## src/rtl/uart_vote_rx.sv

```systemverilog
module uart_vote_rx #(
  parameter int OVERSAMPLE = 16
) (
  input  logic       clk,
  input  logic       rst_n,
  input  logic       tick16,
  input  logic       rx_en,
  input  logic       mp_mode,
  input  logic       done_clr,
  input  logic       rxd,
  output logic [7:0] data_out,
  output logic       stop_out,
  output logic       done
);
  localparam int CW = $clog2(OVERSAMPLE);
  localparam logic [CW-1:0] S_A   = CW'(OVERSAMPLE / 2 - 1);
  localparam logic [CW-1:0] S_B   = CW'(OVERSAMPLE / 2);
  localparam logic [CW-1:0] S_C   = CW'(OVERSAMPLE / 2 + 1);
  localparam logic [CW-1:0] S_END = CW'(OVERSAMPLE - 1);

  logic [1:0]    sync_q;
  logic          line_q;
  logic          busy;
  logic [CW-1:0] cnt;
  logic [2:0]    smp;
  logic [8:0]    sh;
  logic [7:0]    byte_rev;

  wire rx_s    = sync_q[1];
  wire vote    = (smp[0] & smp[1]) | (smp[0] & smp[2]) | (smp[1] & smp[2]);
  wire start   = !busy && rx_en && tick16 && line_q && !rx_s;
  wire bit_end = busy && tick16 && (cnt == S_END);
  wire first   = &sh;
  wire last    = !sh[8];
  wire accept  = bit_end && last && !done && (!mp_mode || vote);

  always_comb
    for (int i = 0; i < 8; i++) byte_rev[i] = sh[7-i];

  always_ff @(posedge clk or negedge rst_n) begin
    if (!rst_n) begin
      sync_q <= 2'b11;
      line_q <= 1'b1;
    end else begin
      sync_q <= {sync_q[0], rxd};
      if (tick16) line_q <= rx_s;
    end
  end

  always_ff @(posedge clk or negedge rst_n) begin
    if (!rst_n) begin
      busy <= 1'b0;
      cnt  <= '0;
      smp  <= '1;
      sh   <= '1;
    end else if (start) begin
      busy <= 1'b1;
      cnt  <= CW'(1);
      sh   <= 9'h1FF;
    end else if (busy && tick16) begin
      cnt <= cnt + 1'b1;
      if (cnt == S_A) smp[0] <= rx_s;
      if (cnt == S_B) smp[1] <= rx_s;
      if (cnt == S_C) smp[2] <= rx_s;
      if (bit_end) begin
        if ((first && vote) || last) busy <= 1'b0;
        else sh <= {sh[7:0], vote};
      end
    end
  end

  always_ff @(posedge clk or negedge rst_n) begin
    if (!rst_n) begin
      data_out <= '0;
      stop_out <= 1'b0;
      done     <= 1'b0;
    end else if (accept) begin
      data_out <= byte_rev;
      stop_out <= vote;
      done     <= 1'b1;
    end else if (done_clr) begin
      done <= 1'b0;
    end
  end
endmodule

```

## config.mk

```make
export PLATFORM = sky130hd
export DESIGN_NAME = uart_vote_rx
export DESIGN_NICKNAME = d
export VERILOG_FILES = /design/src/rtl/uart_vote_rx.sv
export SDC_FILE = /design/constraint.sdc
export NUM_CORES = 1
export LEC_CHECK = 0
export ABC_AREA = 1
export BUFFER_PORTS_ARGS = -buffer_cell sky130_fd_sc_hd__buf_2
export CAP_MARGIN = 20
export CORE_MARGIN = 2
export CORE_UTILIZATION = 39
export CTS_BUF_LIST = sky130_fd_sc_hd__clkbuf_16
export DETAILED_ROUTE_END_ITERATION = 10
export GPL_ROUTABILITY_DRIVEN = 0
export PLACE_DENSITY_LB_ADDON = 0.25
export SYNTH_ARGS = -nofsm -noshare
export SYNTH_HDL_FRONTEND = slang
export SYNTH_SLANG_ARGS = --single-unit
```

## constraint.sdc

```tcl
create_clock -name clk -period 1.6 [get_ports clk]
set_input_delay 0.32 -clock clk [delete_from_list [all_inputs] [get_ports clk]]
set_output_delay 0.32 -clock clk [all_outputs]
set_load 0.05 [all_outputs]
```

==> results of run 1 <==
## registers in the layout, summed over array words and instances (netlist names)
name / cells
stop_out: 1
line_q: 1
sh: 9
sync_q: 2
done: 1
cnt: 4
smp: 3
data_out: 8
busy: 1
## power groups by stage
stage / Combinational [W] / Sequential (W) / Clock (W)
floorplan: 0.000515 / 0.00137 / 0
global placement: 0.000728 / 0.00133 / 0
detailed placement: 0.000749 / 0.00135 / 0
CTS: 0.000756 / 0.00135 / 0.00106
global route: 0.000875 / 0.00139 / 0.00111
finish: 0.000751 / 0.00136 / 0.00103
## stage by stage
| stage | power, W | TNS [ns] |
|---|---|---|
| final | 0.00314 | 0 |
| after global routing | 0.00337 | -0.00154 |
| after CTS | 0.00317 | 0 |
| after detailed placement | 0.00210 | 0 |
| after global placement | 0.00206 | 0 |
| after floorplan | 0.00189 | 0 |
## synth_stat cells (all sizes together)
library cell / instances
ha: 3
nor3: 1
dfstp: 15
dfrtp: 15
nand3: 22
inv: 13
a21oi: 3
o21ai: 7
nand4: 6
or2: 5
clkbuf: 1
nand2: 55
nor2: 8
buf: 1
nor4: 1
a31oi: 1
## final cells by class
| class | count | area [um2] |
|---|---|---|
| clock buffer | 5 | 125 |
| clock inverter | 3 | 37.5 |
| fill | 310 | 1670 |
| inverter | 13 | 48.8 |
| multi-input combinational | 112 | 569 |
| sequential | 30 | 769 |
| tap | 46 | 57.6 |
| timing repair buffer | 20 | 110 |
## path summary, 6_finish.rpt
path,slack [ns],end,cells after the start
max,0.11,sh[0]$_DFFE_PN1P_,7
min,0.07,data_out[2]$_DFFE_PN0P_,1
max reg2reg,0.11,sh[0]$_DFFE_PN1P_,7
min reg2reg,0.36,sync_q[1]$_DFF_PN1_,0
max in group asynchronous,1.10,cnt[3]$_DFFE_PN0P_,1
min in group clk,0.14,sync_q[0]$_DFF_PN1_,1
## metal layers
layer / vias to the layer above / track usage (%) / part of all wire [%]
met5: - / 0 / 0
met4: 0 / 8.42 / 2.3
met3: 7 / 6.34 / 4.7
met2: 25 / 24.6 / 46
met1: 513 / 21.9 / 47
li1: 560 / - / -
## cells by family (layout without fill, tap and decap cells)
family          after synthesis  in the layout  share of synthesized area (%)
compound gates               11             11                           4.31
fa+ha+maj                     3              3                           2.69
buf+inv                      15             41                           4.57
flops                        30             30                           55.2
simple gates                 98             98                           33.3
==> run summary, run 1 <==
Status - finished, final reports clean
Period utilization - 92.9%
Cell Pwr Density - 1830 nW/um2
Cts hold-fix bufs - 0
Crit path kind - reg2reg
Worst path cell trace - nand2_1 > nand3_1 > nand3_1 > nand3_4 > nand2_2 > nand2_1 > nand2_1
Initial antenna violation count - 0
Fin nets - 192
Starting Density - 41.2%
CTS Buffer Depth - 2
Clock skew - 0.00530 ns
Dpl cell area - 1550 um2
Detailed Routing Iterations Pass 1 - 4
Final design area excluding fillers - 1720 um2
Setup-failing EPs final - 0
Synth Instances - 157
Root Driver - clkbuf_16
Clock Latency Late Sink - 0.28 ns
Final WS setup - 0.114 ns
Switching pwr - 0.00105 W
CP Launch Type - flip-flop
Hold Fails Final Rpt - 0
Worst r2r src - smp[2]$_DFFE_PN1P_
CTS tree - done
Fin crit period - 1.49 ns
ANT cells - 0
F_max - 673 MHz
Global-route wire length before repair - 5100 um
Most frequent cells in the layout - 52 x nand2_1, 20 x nand3_1, 16 x buf_2
Vias in the first global route - 1083
Commonest non-fill, non-tap cell in the layout - nand2_1
Leak - 0.896 nW
Synthesis-to-finish area growth - 23.1%
Vias - 1105
Slowest stage delay, CP - 0.55 ns
Logic pwr share - 23.9%
Crit path DAT - 1.69 ns
IO Port Bufs - 16
HPWL Detailed - 2030 um
Yosys reg bits - 30
Final hold slack - 0.0738 ns
HP Class - in2async
Row count - 21
Crit path max-delay cell type - dfstp_2
Area contributors post-synth - dfstp_2 28%, dfrtp_1 27%, nand2_1 14%
Slew @ Worst Pin - 0.656 ns
Top delay family on crit path - simple AND/OR/NAND/NOR gates
Sw Ratio - 33.4%
Clock slew at reported path FFs - 0.05 ns
Crit-path max FO - 9
Area of the mapped netlist - 1400 um2
H-tree Lvls - 2
Relative slew slack - 56.3%
Total grt overflow - 0
CTS buffer count - 5
Initial DRC count - 70
Die Span Y - 63.8 um
DP Cell Count - 221
CP required - 1.81 ns
Synth Net Count - 167
Die Area - 4070 um2
Post-route ant nets - 0
Part of the power in the clock network - 32.8%
Peak supply drop - 0.786 mV
Largest net degree at the start of global routing - 31
Worst Path Buf+Inv - 0
Synthesis Warnings - 0
Setup WS pre-CTS - 0.180 ns
Number of distinct library cells after synthesis - 20
Share of layout cells above drive strength 1 - 29.0%
Share of total power in sequential cells - 43.3%
Vias/cell - 4.83
Detailed-route wire length per cell - 12.7 um
Top Ports - 17
Non-filler instance count after layout - 229
Final wirelength - 2910 um
Syn Area/Cell - 8.89 um2
Maxcap violations - 0
Share of the synthesized area in the top cell type - 28.3%
Most common cell on crit path - nand2_1
Synth area leader - dfstp_2
Max-slew violation count - 0
CTS resizes - 0
Internal power - 0.00209 W
Crit path launch - smp[2]$_DFFE_PN1P_
Core area - 3390 um2
Sink Count - 30
Setup Buffers After CTS - 0
Global router's overall resource usage - 16.9%
CP Capture Type - flip-flop
Die Width - 63.8 um
Sequential share of the synthesized area - 55.2%
Final core utilization - 50.7%
DRC viols - 0
Power figures use the tool's default switching activity.
==> run 2: changes to the inputs <==
- SETUP_SLACK_MARGIN: not set -> 0.15
==> run summary, run 2 (synthesis results as in run 1) <==
Status - finished, final reports clean
Vias in the first global route - 1111
Period utilization - 83.9%
Cts hold-fix bufs - 0
Internal power - 0.00198 W
Critical Path Sink - sh[6]$_DFFE_PN1P_
Core area - 3390 um2
Largest registers - sh x9, data_out x8, cnt x4
Final Power - 0.00305 W
Global-route wire length before repair - 4820 um
Detailed Routing Iterations Pass 1 - 4
CTS tree - done
Clock Latency Late Sink - 0.27 ns
Crit path DAT - 1.55 ns
Row count - 21
Initial antenna violation count - 0
Slowest stage delay, CP - 0.56 ns
DRC viols - 0
HPWL Detailed - 1940 um
Crit-path max FO - 7
RSZ-0062 raised after global routing - no
Final WS setup - 0.257 ns
Post-route ant nets - 0
Vias - 1142
Share of total power in sequential cells - 44.5%
Detailed-route wire length per cell - 11.7 um
Initial DRC count - 82
Total grt overflow - 0
Die Span Y - 63.8 um
Slew @ Worst Pin - 0.646 ns
Root Driver - clkbuf_16
R2R depth - 7
Die Area - 4070 um2
Logic pwr share - 27.9%
CP Capture Type - flip-flop
FILL cells - 304
Relative slew slack - 56.9%
Most frequent cells in the layout - 51 x nand2_1, 18 x nand3_1, 16 x buf_2
Largest Register - sh
Final wirelength - 2750 um
Switching pwr - 0.00107 W
Vias/cell - 4.84
Leak - 0.923 nW
Synthesis-to-finish area growth - 29.0%
Clock slew at reported path FFs - 0.05 ns
Share of layout cells above drive strength 1 - 34.7%
Worst path cell trace - nand2_1 > nor2_2 > nand3_4 > nand3_4 > buf_4 > nand3_1 > nand2_1
Crit path kind - reg2reg
Setup WS pre-CTS - 0.112 ns
HP Class - in2async
Setup TNS - 0 ns
Worst Path Buf+Inv - 1
Crit path launch - sh[4]$_DFFE_PN1P_
Fin nets - 199
Die Width - 63.8 um
Max FFs per register - 9
Max-slew violation count - 0
CTS buffer count - 5
CP Launch Type - flip-flop
Worst r2r src - sh[4]$_DFFE_PN1P_
Peak supply drop - 0.677 mV
Clock skew - 0.0102 ns
Global router's overall resource usage - 15.3%
CTS Buffer Depth - 2
Cell Pwr Density - 1700 nW/um2
Commonest non-fill, non-tap cell in the layout - nand2_1
Final core utilization - 53.1%
FF-to-FF setup slack - 0.26 ns
Stages on worst setup path - 7
Sw Ratio - 35.1%
Setup-failing EPs final - 0
Part of the power in the clock network - 27.6%
Fin crit period - 1.34 ns
Crit path max-delay cell type - dfstp_2
R2r endpoint - sh[6]$_DFFE_PN1P_
F_max - 745 MHz
Maxcap violations - 0
CP required - 1.81 ns
Largest net degree at the start of global routing - 31
Starting Density - 41.2%
Top delay family on crit path - simple AND/OR/NAND/NOR gates
Sink Count - 30
ANT cells - 0
H-tree Lvls - 2
Hold Fails Final Rpt - 0
Top Ports - 17
IO Port Bufs - 16
==> run 2: cell types whose count changed in the layout (fill, tap and decap cells not counted), sizes merged <==
cell    before  now
buf         20   27
bufinv       1    0
inv         14   15
==> run 2: worst min-delay path by stage <==
stage                        start                      end  slack [ns]  cells after the start
6_report                     rst_n  data_out[6]$_DFFE_PN0P_        0.08                      1
2_1_floorplan                rst_n         busy$_DFFE_PN0P_        0.02                      0
3_5_place_dp   sync_q[0]$_DFF_PN1_      sync_q[1]$_DFF_PN1_        0.35                      0
3_3_place_gp   sync_q[0]$_DFF_PN1_      sync_q[1]$_DFF_PN1_        0.35                      0
5_1_grt                        rxd      sync_q[0]$_DFF_PN1_        0.14                      1
4_1_cts                      rst_n       cnt[2]$_DFFE_PN0P_        0.11                      1
==> run 2: routing by layer <==
| metal | GRT usage, % | wire length [um] | part of all wire [%] |
|---|---|---|---|
| met5 | 0 | 0 | 0 |
| met1 | 18.8 | 1280 | 46 |
| met2 | 25.7 | 1330 | 48 |
| met3 | 4.23 | 128 | 4.7 |
| met4 | 5.43 | 18 | 0.65 |
==> run 2: final cells by class <==
class                      count  area [um2]  share of cell area (%)
multi-input combinational    112         621                    34.5
inverter                      13        48.8                    2.71
timing repair buffer          27         166                    9.25
tap                           46        57.6                    3.20
clock inverter                 3        11.3                   0.626
sequential                    30         769                    42.8
clock buffer                   5         125                    6.95
==> run 2: what timing repair did <==
action,4_1_cts,5_1_grt
hold endpoints to repair,0,0
pin swaps,0,2
endpoints found under the setup margin,15,20
buffers inserted,1,6
gates resized for setup,3,10
==> run 2: power groups by stage <==
stage          registers [W]  logic, W  clock network, W
2_1_floorplan        0.00137  0.000517                 0
3_3_place_gp         0.00134  0.000718                 0
3_5_place_dp         0.00135  0.000745                 0
4_1_cts              0.00134  0.000781          0.000867
5_1_grt              0.00140  0.000967          0.000909
6_report             0.00136  0.000853          0.000841
==> run 2: metrics by stage <==
stage,instances,cell area [um2],hold slack [ns]
CTS,230,1710,0.112
detailed placement,221,1550,0.347
finish,236,1800,0.0818
floorplan,157,1400,0.0244
global placement,221,1550,0.346
global route,236,1800,0.141
==> run 3: changes to the inputs <==
- clock period: 1.6 -> 1.17 ns (I/O delays scaled with it)
==> run summary, run 3 (synthesis results as in run 1) <==
Slowest stage delay, CP - 0.55 ns
H-tree Lvls - 2
Max-slew violation count - 0
Largest registers - sh x9, data_out x8, cnt x4
Share of layout cells above drive strength 1 - 61.7%
Starting Density - 41.2%
Post-route ant nets - 0
CTS Buffer Depth - 2
Core area - 3390 um2
Period utilization - 111%
Detailed Routing Iterations Pass 1 - 4
Final design area excluding fillers - 2390 um2
CP Capture Type - flip-flop
Worst Path Buf+Inv - 1
Crit path DAT - 1.45 ns
Fin nets - 239
Hold path cells - 1
DRC viols - 0
Top delay family on crit path - flip-flops
Setup TNS - -1.91 ns
Vias - 1402
Hold Fails Final Rpt - 0
IO Port Bufs - 16
Register Area - 771 um2
Final WS setup - -0.125 ns
Crit path max-delay cell type - dfstp_2
Maxcap violations - 0
CTS tree - done
Slew @ Worst Pin - 0.353 ns
Relative slew slack - 76.4%
Largest Register - sh
HPWL Detailed - 2200 um
FILL cells - 235
HP Class - in2reg
Row count - 21
Vias in the first global route - 1379
Dpl cell area - 1730 um2
Total grt overflow - 0
Final wirelength - 3700 um
CP Launch Type - flip-flop
Initial antenna violation count - 0
Crit-path max FO - 4
Setup-failing EPs final - 21
RSZ-0062 raised after global routing - yes
Crit path kind - reg2reg
Clock Latency Late Sink - 0.28 ns
Global-route wire length before repair - 6030 um
ANT cells - 0
Final Power - 0.00523 W
Root Driver - clkbuf_16
Synthesis-to-finish area growth - 71.4%
Global router's overall resource usage - 19.7%
Most frequent cells in the layout - 36 x nand2_1, 36 x buf_4, 19 x buf_6
Final core utilization - 70.5%
CP required - 1.33 ns
Vias/cell - 5.08
Peak supply drop - 1.06 mV
Area of the multi-input gates - 792 um2
Cell Pwr Density - 2190 nW/um2
Sink Count - 30
Die Area - 4070 um2
R2R depth - 8
Leak - 1.17 nW
Stages on worst setup path - 8
Die Width - 63.8 um
Fin crit period - 1.30 ns
Worst path cell trace - nand2_2 > nand3_4 > nand3_4 > buf_6 > nand2_4 > nand2_2 > nand2_1 > nand2_1
F_max - 772 MHz
Detailed-route wire length per cell - 13.4 um
Max FFs per register - 9
Initial DRC count - 90
Die Span Y - 63.8 um
Clock slew at reported path FFs - 0.05 ns
Largest net degree at the start of global routing - 17
Failing checks - negative setup slack
Status - finished, violations left
CTS buffer count - 5
Top Ports - 17
Clock skew - 0.00577 ns
## run 3: cell count changes in the layout (fill, tap and decap cells not counted), sizes merged
cell / change
buf: +37
clkinv: +1
dlygate4sd3: +1
inv: -1
nand2: +1
nand3: +1
## run 3: cell type report
cell class	instances	area share, %
multi-input combinational	114	33.1
clock inverter	3	0.523
inverter	13	2.25
clock buffer	5	5.23
tap	46	2.41
timing repair buffer	65	24.2
sequential	30	32.2
## run 3: worst reg2reg max path, stage by stage, from the launching register on
cell	delay [ns]
dfstp_2	0.55
nand2_2	0.07
nand3_4	0.11
nand3_4	0.12
buf_6	0.15
nand2_4	0.04
nand2_2	0.04
nand2_1	0.05
nand2_1	0.05
## run 3: path summary, 6_finish.rpt
check                               startpoint  slack, ns                       to
min reg2reg                sync_q[0]$_DFF_PN1_       0.35      sync_q[1]$_DFF_PN1_
max in group asynchronous                rst_n       0.28       line_q$_DFFE_PN1P_
max                         smp[1]$_DFFE_PN1P_      -0.13         busy$_DFFE_PN0P_
max reg2reg                 smp[1]$_DFFE_PN1P_      -0.13         busy$_DFFE_PN0P_
min                                        rxd       0.06      sync_q[0]$_DFF_PN1_
min in group asynchronous                rst_n       0.40  data_out[0]$_DFFE_PN0P_
## run 3: where the power goes
group          switching (W)  internal, W
clock               0.000428     0.000766
combinational        0.00119      0.00105
sequential          0.000281      0.00151
## run 3: per-stage QoR
stage | std cells | setup WS (ns) | hold slack [ns]
6_report | 276 | -0.125 | 0.0602
5_1_grt | 276 | -0.216 | 0.0534
4_1_cts | 270 | -0.110 | 0.0542
3_5_place_dp | 241 | -0.275 | 0.162
3_3_place_gp | 241 | -0.233 | 0.155
2_1_floorplan | 157 | -0.332 | -0.0616
## run 3: what timing repair did
action                                  CTS  global route
gates cloned                              2             0
endpoints found under the setup margin   37            37
hold buffers                              1             0
buffers inserted                         18             6
pin swaps                                19            15
gates resized for setup                  70            23
endpoints found under the hold margin    10             0
## run 3: metal layers
| metal | routed length [um] | vias to the layer above | track usage, % |
|---|---|---|---|
| li1 | - | 663 | - |
| met1 | 1560 | 708 | 22.7 |
| met2 | 1950 | 26 | 33.5 |
| met3 | 135 | 5 | 6.34 |
| met4 | 46 | 0 | 8.15 |
| met5 | 0 | - | 0 |
